<file path="src/rtl/dcr_pkg.sv">
package dcr_pkg;

  localparam int OFS_BASE    = 'h100;
  localparam int OFS_DIR     = 'h8;
  localparam int OFS_CNT     = 'h4;
  localparam int OFS_QUEUED  = 'h10;
  localparam int OFS_CTRL    = 'h120;
  localparam int OFS_STATUS  = 'h124;
  localparam int NUM_DIR     = 2;
  localparam int DIR_RX      = 0;
  localparam int DIR_TX      = 1;
  localparam int CTRL_STRIDE = 8;

  typedef enum logic [1:0] {
    SZ_BYTE = 2'b00,
    SZ_HALF = 2'b01,
    SZ_WORD = 2'b10,
    SZ_WIDE = 2'b11
  } elem_size_e;

  function automatic logic [2:0] size_to_step(input logic [1:0] code);
    case (elem_size_e'(code))
      SZ_BYTE: size_to_step = 3'd1;
      SZ_HALF: size_to_step = 3'd2;
      default: size_to_step = 3'd4;
    endcase
  endfunction

  function automatic int reg_offset(input int dir, input bit queued, input bit is_cnt);
    reg_offset = OFS_BASE + dir * OFS_DIR + (queued ? OFS_QUEUED : 0) + (is_cnt ? OFS_CNT : 0);
  endfunction

endpackage

</file>
<file path="src/rtl/dcr_enable.sv">
module dcr_enable (
  input  logic clk,
  input  logic rst_n,
  input  logic ctl_wr,
  input  logic set_bit,
  input  logic clr_bit,
  output logic en_q
);
  always_ff @(posedge clk or negedge rst_n) begin
    if (!rst_n) en_q <= 1'b0;
    else if (ctl_wr && clr_bit) en_q <= 1'b0;
    else if (ctl_wr && set_bit) en_q <= 1'b1;
  end
endmodule

</file>
<file path="src/rtl/dcr_channel.sv">
module dcr_channel #(
  parameter int PTR_W = 32,
  parameter int CNT_W = 16
) (
  input  logic             clk,
  input  logic             rst_n,
  input  logic             wr_ptr,
  input  logic             wr_cnt,
  input  logic             wr_nptr,
  input  logic             wr_ncnt,
  input  logic [PTR_W-1:0] wdata,
  input  logic             done,
  input  logic [1:0]       size,
  output logic [PTR_W-1:0] ptr_q,
  output logic [CNT_W-1:0] cnt_q,
  output logic [PTR_W-1:0] nptr_q,
  output logic [CNT_W-1:0] ncnt_q,
  output logic             end_q,
  output logic             drained
);
  import dcr_pkg::*;

  logic move, last_move, promote;
  logic [PTR_W-1:0] step;

  always_comb begin
    move      = done && (cnt_q != '0);
    last_move = move && (cnt_q == CNT_W'(1));
    promote   = last_move && (ncnt_q != '0);
    step      = PTR_W'(size_to_step(size));
    drained   = (cnt_q == '0) && (ncnt_q == '0);
  end

  always_ff @(posedge clk or negedge rst_n) begin
    if (!rst_n) begin
      ptr_q  <= '0;
      cnt_q  <= '0;
      nptr_q <= '0;
      ncnt_q <= '0;
      end_q  <= 1'b0;
    end else begin
      if (wr_ptr)       ptr_q <= wdata;
      else if (promote) ptr_q <= nptr_q;
      else if (move)    ptr_q <= ptr_q + step;

      if (wr_cnt)       cnt_q <= wdata[CNT_W-1:0];
      else if (promote) cnt_q <= ncnt_q;
      else if (move)    cnt_q <= cnt_q - CNT_W'(1);

      if (wr_nptr) nptr_q <= wdata;

      if (wr_ncnt)      ncnt_q <= wdata[CNT_W-1:0];
      else if (promote) ncnt_q <= '0;

      if (wr_cnt || wr_ncnt) end_q <= 1'b0;
      else if (last_move)    end_q <= 1'b1;
    end
  end
endmodule

</file>
<file path="src/rtl/dma_chan_regs.sv">
module dma_chan_regs #(
  parameter int PTR_W  = 32,
  parameter int CNT_W  = 16,
  parameter int DATA_W = 32,
  parameter int ADDR_W = 9
) (
  input  logic              clk,
  input  logic              rst_n,
  input  logic              reg_sel,
  input  logic              reg_wr,
  input  logic [ADDR_W-1:0] reg_addr,
  input  logic [DATA_W-1:0] reg_wdata,
  output logic [DATA_W-1:0] reg_rdata,
  input  logic              rx_ready,
  input  logic              tx_ready,
  input  logic              rx_done,
  input  logic              tx_done,
  input  logic [1:0]        rx_size,
  input  logic [1:0]        tx_size,
  output logic              rx_req,
  output logic              tx_req,
  output logic [PTR_W-1:0]  rx_addr,
  output logic [PTR_W-1:0]  tx_addr,
  output logic              rx_end,
  output logic              tx_end,
  output logic              rx_full,
  output logic              tx_empty
);
  import dcr_pkg::*;

  localparam int ND = NUM_DIR;

  logic             wr_en, ctl_wr;
  logic [ND-1:0]    done_v, ready_v, en_v, end_v, drained_v, req_v;
  logic [1:0]       size_v [ND];
  logic [PTR_W-1:0] ptr_w  [ND];
  logic [PTR_W-1:0] nptr_w [ND];
  logic [CNT_W-1:0] cnt_w  [ND];
  logic [CNT_W-1:0] ncnt_w [ND];

  assign wr_en  = reg_sel && reg_wr;
  assign ctl_wr = wr_en && (reg_addr == ADDR_W'(OFS_CTRL));

  assign done_v  = {tx_done, rx_done};
  assign ready_v = {tx_ready, rx_ready};
  assign size_v[DIR_RX] = rx_size;
  assign size_v[DIR_TX] = tx_size;

  for (genvar d = 0; d < ND; d++) begin : g_dir
    logic hit_ptr, hit_cnt, hit_nptr, hit_ncnt;
    assign hit_ptr  = wr_en && (reg_addr == ADDR_W'(reg_offset(d, 1'b0, 1'b0)));
    assign hit_cnt  = wr_en && (reg_addr == ADDR_W'(reg_offset(d, 1'b0, 1'b1)));
    assign hit_nptr = wr_en && (reg_addr == ADDR_W'(reg_offset(d, 1'b1, 1'b0)));
    assign hit_ncnt = wr_en && (reg_addr == ADDR_W'(reg_offset(d, 1'b1, 1'b1)));

    dcr_channel #(.PTR_W(PTR_W), .CNT_W(CNT_W)) u_chan (
      .clk     (clk),
      .rst_n   (rst_n),
      .wr_ptr  (hit_ptr),
      .wr_cnt  (hit_cnt),
      .wr_nptr (hit_nptr),
      .wr_ncnt (hit_ncnt),
      .wdata   (reg_wdata[PTR_W-1:0]),
      .done    (done_v[d]),
      .size    (size_v[d]),
      .ptr_q   (ptr_w[d]),
      .cnt_q   (cnt_w[d]),
      .nptr_q  (nptr_w[d]),
      .ncnt_q  (ncnt_w[d]),
      .end_q   (end_v[d]),
      .drained (drained_v[d])
    );

    dcr_enable u_en (
      .clk     (clk),
      .rst_n   (rst_n),
      .ctl_wr  (ctl_wr),
      .set_bit (reg_wdata[d*CTRL_STRIDE]),
      .clr_bit (reg_wdata[d*CTRL_STRIDE+1]),
      .en_q    (en_v[d])
    );

    assign req_v[d] = en_v[d] && ready_v[d] && (cnt_w[d] != '0);
  end

  always_comb begin
    reg_rdata = '0;
    for (int d = 0; d < ND; d++) begin
      if (reg_addr == ADDR_W'(reg_offset(d, 1'b0, 1'b0))) reg_rdata = DATA_W'(ptr_w[d]);
      if (reg_addr == ADDR_W'(reg_offset(d, 1'b0, 1'b1))) reg_rdata = DATA_W'(cnt_w[d]);
      if (reg_addr == ADDR_W'(reg_offset(d, 1'b1, 1'b0))) reg_rdata = DATA_W'(nptr_w[d]);
      if (reg_addr == ADDR_W'(reg_offset(d, 1'b1, 1'b1))) reg_rdata = DATA_W'(ncnt_w[d]);
    end
    if (reg_addr == ADDR_W'(OFS_STATUS)) begin
      reg_rdata[DIR_RX*CTRL_STRIDE] = en_v[DIR_RX];
      reg_rdata[DIR_TX*CTRL_STRIDE] = en_v[DIR_TX];
    end
  end

  // Named internal state for the bound checker
  logic [PTR_W-1:0] rx_ptr_w;
  logic [CNT_W-1:0] rx_cnt_w, rx_ncnt_w, tx_cnt_w;
  logic             rx_en_w, tx_en_w;
  assign rx_ptr_w  = ptr_w[DIR_RX];
  assign rx_cnt_w  = cnt_w[DIR_RX];
  assign rx_ncnt_w = ncnt_w[DIR_RX];
  assign tx_cnt_w  = cnt_w[DIR_TX];
  assign rx_en_w   = en_v[DIR_RX];
  assign tx_en_w   = en_v[DIR_TX];

  assign rx_req   = req_v[DIR_RX];
  assign tx_req   = req_v[DIR_TX];
  assign rx_addr  = ptr_w[DIR_RX];
  assign tx_addr  = ptr_w[DIR_TX];
  assign rx_end   = end_v[DIR_RX];
  assign tx_end   = end_v[DIR_TX];
  assign rx_full  = drained_v[DIR_RX];
  assign tx_empty = drained_v[DIR_TX];
endmodule

</file>
<file path="config.mk">
export PLATFORM = sky130hd
export DESIGN_NAME = dma_chan_regs
export DESIGN_NICKNAME = d
export VERILOG_FILES = /design/src/rtl/dcr_pkg.sv /design/src/rtl/dcr_enable.sv /design/src/rtl/dcr_channel.sv /design/src/rtl/dma_chan_regs.sv
export SDC_FILE = /design/constraint.sdc
export NUM_CORES = 1
export LEC_CHECK = 0
export BUFFER_PORTS_ARGS = -buffer_cell sky130_fd_sc_hd__buf_2
export CAP_MARGIN = 10
export CORE_MARGIN = 5
export CORE_UTILIZATION = 30
export CTS_CLUSTER_SIZE = 12
export DETAILED_ROUTE_END_ITERATION = 16
export HOLD_SLACK_MARGIN = 0.12
export MAX_ROUTING_LAYER = met4
export PLACE_DENSITY = 0.53
export SYNTH_ARGS = -nofsm -noshare
export SYNTH_HDL_FRONTEND = slang
export SYNTH_SLANG_ARGS = --single-unit
</file>
<file path="constraint.sdc">
create_clock -name clk -period 5.3 [get_ports clk]
set_input_delay 0.265 -clock clk [delete_from_list [all_inputs] [get_ports clk]]
set_output_delay 0.265 -clock clk [all_outputs]
set_load 0.1 [all_outputs]
</file>
Word-level counts from Yosys, hierarchy flattened

Cells that the tools add are included.
Widths: inputs -> output; s select.

Flip-flop bits (word level): 196
Bits in latches: 0
RAM bits: 0
Memory bits (read-only): 0
Bits of input ports: 53
Output and inout bits: 102
Word-level logic and storage cells: 114
Memories: 0

$add $sub $neg: 4
Multiply operators: 0
Div/mod/pow operators: 0
Order comparisons: 0
Equal/unequal tests: 14
Shift operators: 0
Muxes and demuxes: 36
Bitwise logic cells: 0
Reduce and logical (&&, ||, !) cells: 48

Operators by type and width:

| kind                  | number |
|---|---|
| $mux 32               | 14 |
| $mux 16               | 10 |
| $eq 9x9->1 const B    | 10 |
| $add 32x3->32         | 2 |
| $logic_not 16->1      | 4 |
| $reduce_bool 16->1    | 4 |
| $eq 16x1->1 const B   | 2 |
| $sub 16x1->16 const B | 2 |
| $logic_and 1x1->1     | 26 |
| $pmux 3 s2            | 2 |
| $reduce_bool 2->1     | 6 |
| $reduce_bool 3->1     | 4 |
| $mux 1                | 10 |
| $eq 2x1->1 const B    | 2 |
| $logic_not 2->1       | 2 |
| $logic_or 1x1->1      | 2 |

Longest topological paths before layout

Word-level depth: 10
Gate-level depth with buffers: 11
Depth with buffers taken out: 10

Cells and area by module

Synthesis repeated with hierarchy kept, for this count alone.

Cells, all modules: 1,520
Area total of the unflattened synthesis: 13,531.7 µm²

Modules (own cells, without submodules):

| module        | instances | cells each | area each (µm²) | sequential area each (µm²) |
|---|---|---|---|---|
| dcr_channel   | 2         | 597        | 5,748.0         | 2,427.3 |
| dma_chan_regs | 1         | 320        | 1,965.6         | 0.0 |
| dcr_enable    | 2         | 3          | 35.0            | 25.0 |

Worst setup path before layout

OpenSTA, ideal clock, no wires.

Path type: register -> output
Start: reg g_dir[0].u_chan.ptr_q[11]
End: out reg_rdata[11]
Arrival: 3.784 ns
Data required time: 5.035 ns
Slack: 1.251 ns
Cell stages (with the launch flop): 7
Path buffers: 0
Path through: dfrtp_1 inv_1 o21ai_0 o22ai_1 nor3_1 a211oi_1 o21ai_0

Word-level cells in the longest chain between the ends: 8

Ends and longest elaborated chain:

| element                | RTL line            | RTL |
|---|---|---|
| start, declared        | dcr_channel.sv:14   | `output logic [PTR_W-1:0] ptr_q,` |
| start signal, assigned | dcr_channel.sv:42   | `if (wr_ptr) ptr_q <= wdata;` |
| start signal, assigned | dcr_channel.sv:43   | `else if (promote) ptr_q <= nptr_q;` |
| start signal, assigned | dcr_channel.sv:44   | `else if (move) ptr_q <= ptr_q + step;` |
| $mux 32                | dma_chan_regs.sv:89 | `if (reg_addr == ADDR_W'(reg_offset(d, 1'b0, 1'b0))) reg_rdata = DATA_W'(ptr_w[d]);` |
| $mux 32                | dma_chan_regs.sv:90 | `if (reg_addr == ADDR_W'(reg_offset(d, 1'b0, 1'b1))) reg_rdata = DATA_W'(cnt_w[d]);` |
| $mux 32                | dma_chan_regs.sv:91 | `if (reg_addr == ADDR_W'(reg_offset(d, 1'b1, 1'b0))) reg_rdata = DATA_W'(nptr_w[d]);` |
| $mux 32                | dma_chan_regs.sv:92 | `if (reg_addr == ADDR_W'(reg_offset(d, 1'b1, 1'b1))) reg_rdata = DATA_W'(ncnt_w[d]);` |
| $mux 32                | dma_chan_regs.sv:89 |  |
| $mux 32                | dma_chan_regs.sv:90 |  |
| $mux 32                | dma_chan_regs.sv:91 |  |
| $mux 32                | dma_chan_regs.sv:92 |  |
| end, declared          | dma_chan_regs.sv:13 | `output logic [DATA_W-1:0] reg_rdata,` |

Every way passes these cells.

Worst setup path in the final report

Start: in reg_addr[1]
End: out reg_rdata[17]

Word-level cells in the longest chain between the ends: 9
Elaborated cells between the ends (all ways): 16
Those cells by class: eq/ne (8); mux (8)

Ends and longest elaborated chain:

| element         | RTL line            | RTL |
|---|---|---|
| start, declared | dma_chan_regs.sv:11 | `input logic [ADDR_W-1:0] reg_addr,` |
| $eq 9x9->1      | dma_chan_regs.sv:89 |  |
| $mux 32         | dma_chan_regs.sv:89 |  |
| $mux 32         | dma_chan_regs.sv:90 |  |
| $mux 32         | dma_chan_regs.sv:91 |  |
| $mux 32         | dma_chan_regs.sv:92 |  |
| $mux 32         | dma_chan_regs.sv:89 |  |
| $mux 32         | dma_chan_regs.sv:90 |  |
| $mux 32         | dma_chan_regs.sv:91 |  |
| $mux 32 (*)     | dma_chan_regs.sv:92 |  |

Mark *: on every way between the ends. The rest lies on a longest branch, timed or not.

==> summary.md <==
| Metric | Value |
|---|---|
| Largest net degree at the start of global routing | `108` |
| P_int | `3.21 mW` |
| Wire length of the first global-routing pass | `78.0 mm` |
| Run status | `finished clean` |
| Largest stage delay on the critical path | `1.04 ns` |
| Critical-path maximum fanout | `16` |
| Final-report setup violation count | `0` |
| Most common library cell in the layout ignoring fill and taps | `sky130_fd_sc_hd__dfrtp_1` |
| First-pass detailed-route iteration total | `5` |
| Ratio of total power to cell area | `410 mW/mm^2` |
| Clock tree from TritonCTS | `yes` |
| Average detailed-routed wire length per instance | `24.4 um` |
| Routability Congestion | `0.989` |
| Normalized max-slew margin | `15.2%` |
| Die height | `215 um` |
| Syn-to-layout area delta | `15.3%` |
| Via count | `12300` |
| Number of max-capacitance violations reported | `0` |
| Final max-slew violation count | `0` |
| GRT Util Overall | `22.4%` |
| Cells traversed along the worst timing path | `buf_2 -> nor4b_2 -> nand2_1 -> nor2_1 -> a22oi_1 -> nand2_1 -> buf_2` |
| Unrepaired setup endpoints after global routing | `false` |
| Critical path depth in cells | `7` |
| Crit path max-delay family | `simple AND/OR/NAND/NOR gates` |
| First-iteration detailed-routing DRC count | `1257` |
| DPL Wire Length | `36.9 mm` |
| Antenna violations before repair | `1` |
| DIE WIDTH | `215 um` |
| Sequential element share of the synthesized area | `38.8%` |
| Number of resized instances in the post-cts repair step | `0` |
| Post-synthesis cell type count | `64` |
| Proportion of register bits with asynchronous set or reset after synthesis | `100%` |
| Class of the worst hold path | `primary input to flop` |
| Final count of hold timing violations | `0` |
| Remaining routing DRC violations | `0` |
| Maximum buffer depth of the clock tree | `2` |
| Top cell type's share of synthesized area | `38.8%` |
| Syn_area_per_cell | `8.50 um^2` |
| Flop and latch count out of synthesis | `196` |
| Hold Worst Slack | `0.150 ns` |
| Gate power share | `37.7%` |
| Worst flop-to-flop path startpoint | `g_dir[0].u_chan.ptr_q[0]` |
| End of the critical path | `reg_rdata[17]` |
| Buffer type at the clock tree root | `sky130_fd_sc_hd__clkbuf_16` |
| Post-layout net count | `1640` |
| Number of buffer cells added on primary ports | `154` |
| Clk_lat worst skew | `0.46 ns` |
| Clk network pwr share | `25.2%` |
| Reg-to-reg slack, setup | `2.12 ns` |
| Slowest CP cell | `sky130_fd_sc_hd__nor2_1` |
| Share of final-layout standard cells stronger than drive strength 1 | `18.9%` |
| Post-CTS setup-driven buffer insertion count | `0` |
| P_leak | `6.77 nW` |
| Nets in the synthesized netlist | `1552` |
| Arrival time worst endpoint | `3.26 ns` |
| Most area-hungry cell type in the Yosys netlist | `sky130_fd_sc_hd__dfrtp_1` |
| Crit end category | `output pin` |
| Critical Path Start | `reg_addr[1]` |
| Clock Pin Slew Worst Setup and Hold Paths | `0.07 ns` |
| Row Count | `75` |
| Max frequency | `284 MHz` |
| Endpoint of the worst register-to-register path | `g_dir[0].u_chan.ptr_q[30]` |
| Share of the clock period used by the worst path | `66.4%` |
| Required arrival time at the worst endpoint | `5.04 ns` |
| Top FF cell, synth | `sky130_fd_sc_hd__dfrtp_1` |
| Number of nets with antenna violations after detailed routing | `0` |
| Synth Warn # | `0` |
| H-tree level count | `4` |
| Net Sw Frac | `46.3%` |
| Synthesized netlist cell count | `1485` |
| Fin Clk Skew | `0.00949 ns` |
| Number of buffers inserted during clock tree synthesis | `17` |
| Initial core utilization | `30.2%` |
| Sequential power share | `37.2%` |
| TNS Setup | `0 ns` |
| Aggregate routed wire length | `51.8 mm` |
| Worst r2r path cells | `9` |
| Buffers & Inverters on Critical Path | `2` |
| Type of the worst setup path | `primary input to output pin` |
| Switching pwr | `2.76 mW` |
| Die Area | `0.0463 mm^2` |
| Final global-route overflow total | `0` |
| Number of flops mapped to enable cells by yosys | `0` |
| Most frequent cells in the layout | `sky130_fd_sc_hd__dfrtp_1 (196), sky130_fd_sc_hd__nand2_1 (185), sky130_fd_sc_hd__buf_2 (153), sky130_fd_sc_hd__nor2_1 (139), sky130_fd_sc_hd__a21oi_1 (134)` |
| Synth Cell Area | `0.0126 mm^2` |
| Main area contributors after synthesis | `sky130_fd_sc_hd__dfrtp_1 (39%), sky130_fd_sc_hd__mux2_2 (6.2%), sky130_fd_sc_hd__nand2_1 (5.5%)` |
| Worst ir drop on vdd | `0.000344 V` |
| Min-delay src | `reg_wdata[28]` |
| Core area | `0.0418 mm^2` |
| Number of global-route vias before repair | `11700` |
| Least-Margin Pin Slew | `1.27 ns` |
| Ports | `155` |
| Final critical delay including setup and external delays | `3.52 ns` |
| Drt via density | `5.77` |
| Number of clock sinks | `196` |
| Type of origin of the critical path | `primary input` |
==> per-layer routing <==
layer	track usage, %	vias up	share of wire [%]
met3	3.11	86	6.0
met4	7.49	0	3.0
met2	35.0	504	48
met5	-	-	0
met1	30.1	6093	44
li1	-	5586	-
==> repair_timing <==
| action | 4_1_cts | 5_1_grt |
|---|---|---|
| endpoints found under the setup margin | 0 | 0 |
| hold endpoints to repair | 115 | 0 |
| hold buffers | 6 | 0 |
==> flip-flops by register name (all words and copies together), names as in the netlist <==
name / flops
g_dir.u_chan.end_q: 2
g_dir.u_chan.ptr_q: 64
g_dir.u_chan.nptr_q: 64
g_dir.u_chan.ncnt_q: 32
g_dir.u_en.en_q: 2
g_dir.u_chan.cnt_q: 32
==> worst min-delay path by stage <==
stage	end	slack [ns]	cells after the start
floorplan	g_dir[0].u_chan.cnt_q[0]	-0.03	0
global placement	g_dir[0].u_chan.ptr_q[31]	0.46	1
detailed placement	g_dir[0].u_chan.nptr_q[31]	0.45	1
CTS	g_dir[0].u_chan.nptr_q[26]	0.13	2
global route	g_dir[0].u_chan.nptr_q[16]	0.14	2
finish	g_dir[1].u_chan.nptr_q[28]	0.15	2
==> power by group through the flow <==
stage               Sequential, mW  Combinational (mW)  Clock [mW]
floorplan                     2.83               0.988           0
global placement              2.24                2.20           0
detailed placement            2.24                2.22           0
CTS                           2.21                2.24        1.53
global route                  2.25                2.41        1.58
finish                        2.22                2.25        1.50
==> through the flow <==
| step | instances | worst slack, ns | total power, mW | area, um^2 | utilization [%] |
|---|---|---|---|---|---|
| after global placement | 2086 | 1.87 | 4.44 | 13800 | 33.1 |
| final | 2126 | 1.78 | 5.97 | 14600 | 34.9 |
| after floorplan | 1485 | 1.25 | 3.82 | 12600 | - |
| after global routing | 2126 | 1.54 | 6.25 | 14600 | 34.9 |
| after detailed placement | 2086 | 1.85 | 4.46 | 13800 | 33.1 |
| after CTS | 2124 | 1.85 | 5.98 | 14500 | 34.8 |
==> kinds of logic after synthesis <==
kind of cell	synth area share, %
adders and majority gates	1.51
AOI/OAI and AO/OA	21.3
xor gates and xnor gates	5.34
muxes	9.18
buffers and inverters	4.40
and+or+nand+nor	19.5
DFF	38.8
==> final cells by class <==
class	instances	area, um^2
Antenna cell	1	2.50
Inverter	27	101
Tap cell	539	674
Clock inverter	14	223
Timing Repair Buffer	179	1000
Multi-Input combinational cell	1152	7210
Clock buffer	18	439
Sequential cell	196	4900
Fill cell	4291	27200
==> Yosys cell counts (12+ instances only) <==
cell type,instances
sky130_fd_sc_hd__a221o_1,13
sky130_fd_sc_hd__nand3_1,28
sky130_fd_sc_hd__a22oi_1,33
sky130_fd_sc_hd__o211ai_1,26
sky130_fd_sc_hd__nor3_1,29
sky130_fd_sc_hd__nand4_1,24
sky130_fd_sc_hd__mux2_2,69
sky130_fd_sc_hd__nand2_1,185
sky130_fd_sc_hd__clkbuf_1,88
sky130_fd_sc_hd__o21ai_0,106
sky130_fd_sc_hd__xnor2_1,38
sky130_fd_sc_hd__nor4_1,23
sky130_fd_sc_hd__nand2b_1,15
sky130_fd_sc_hd__and3_1,15
sky130_fd_sc_hd__o22ai_1,73
sky130_fd_sc_hd__inv_1,27
sky130_fd_sc_hd__a21oi_1,134
sky130_fd_sc_hd__buf_2,18
sky130_fd_sc_hd__ha_1,12
sky130_fd_sc_hd__xor2_1,39
sky130_fd_sc_hd__dfrtp_1,196
sky130_fd_sc_hd__mux2i_1,36
sky130_fd_sc_hd__nor2_1,144
Power figures use the tool's default switching activity.
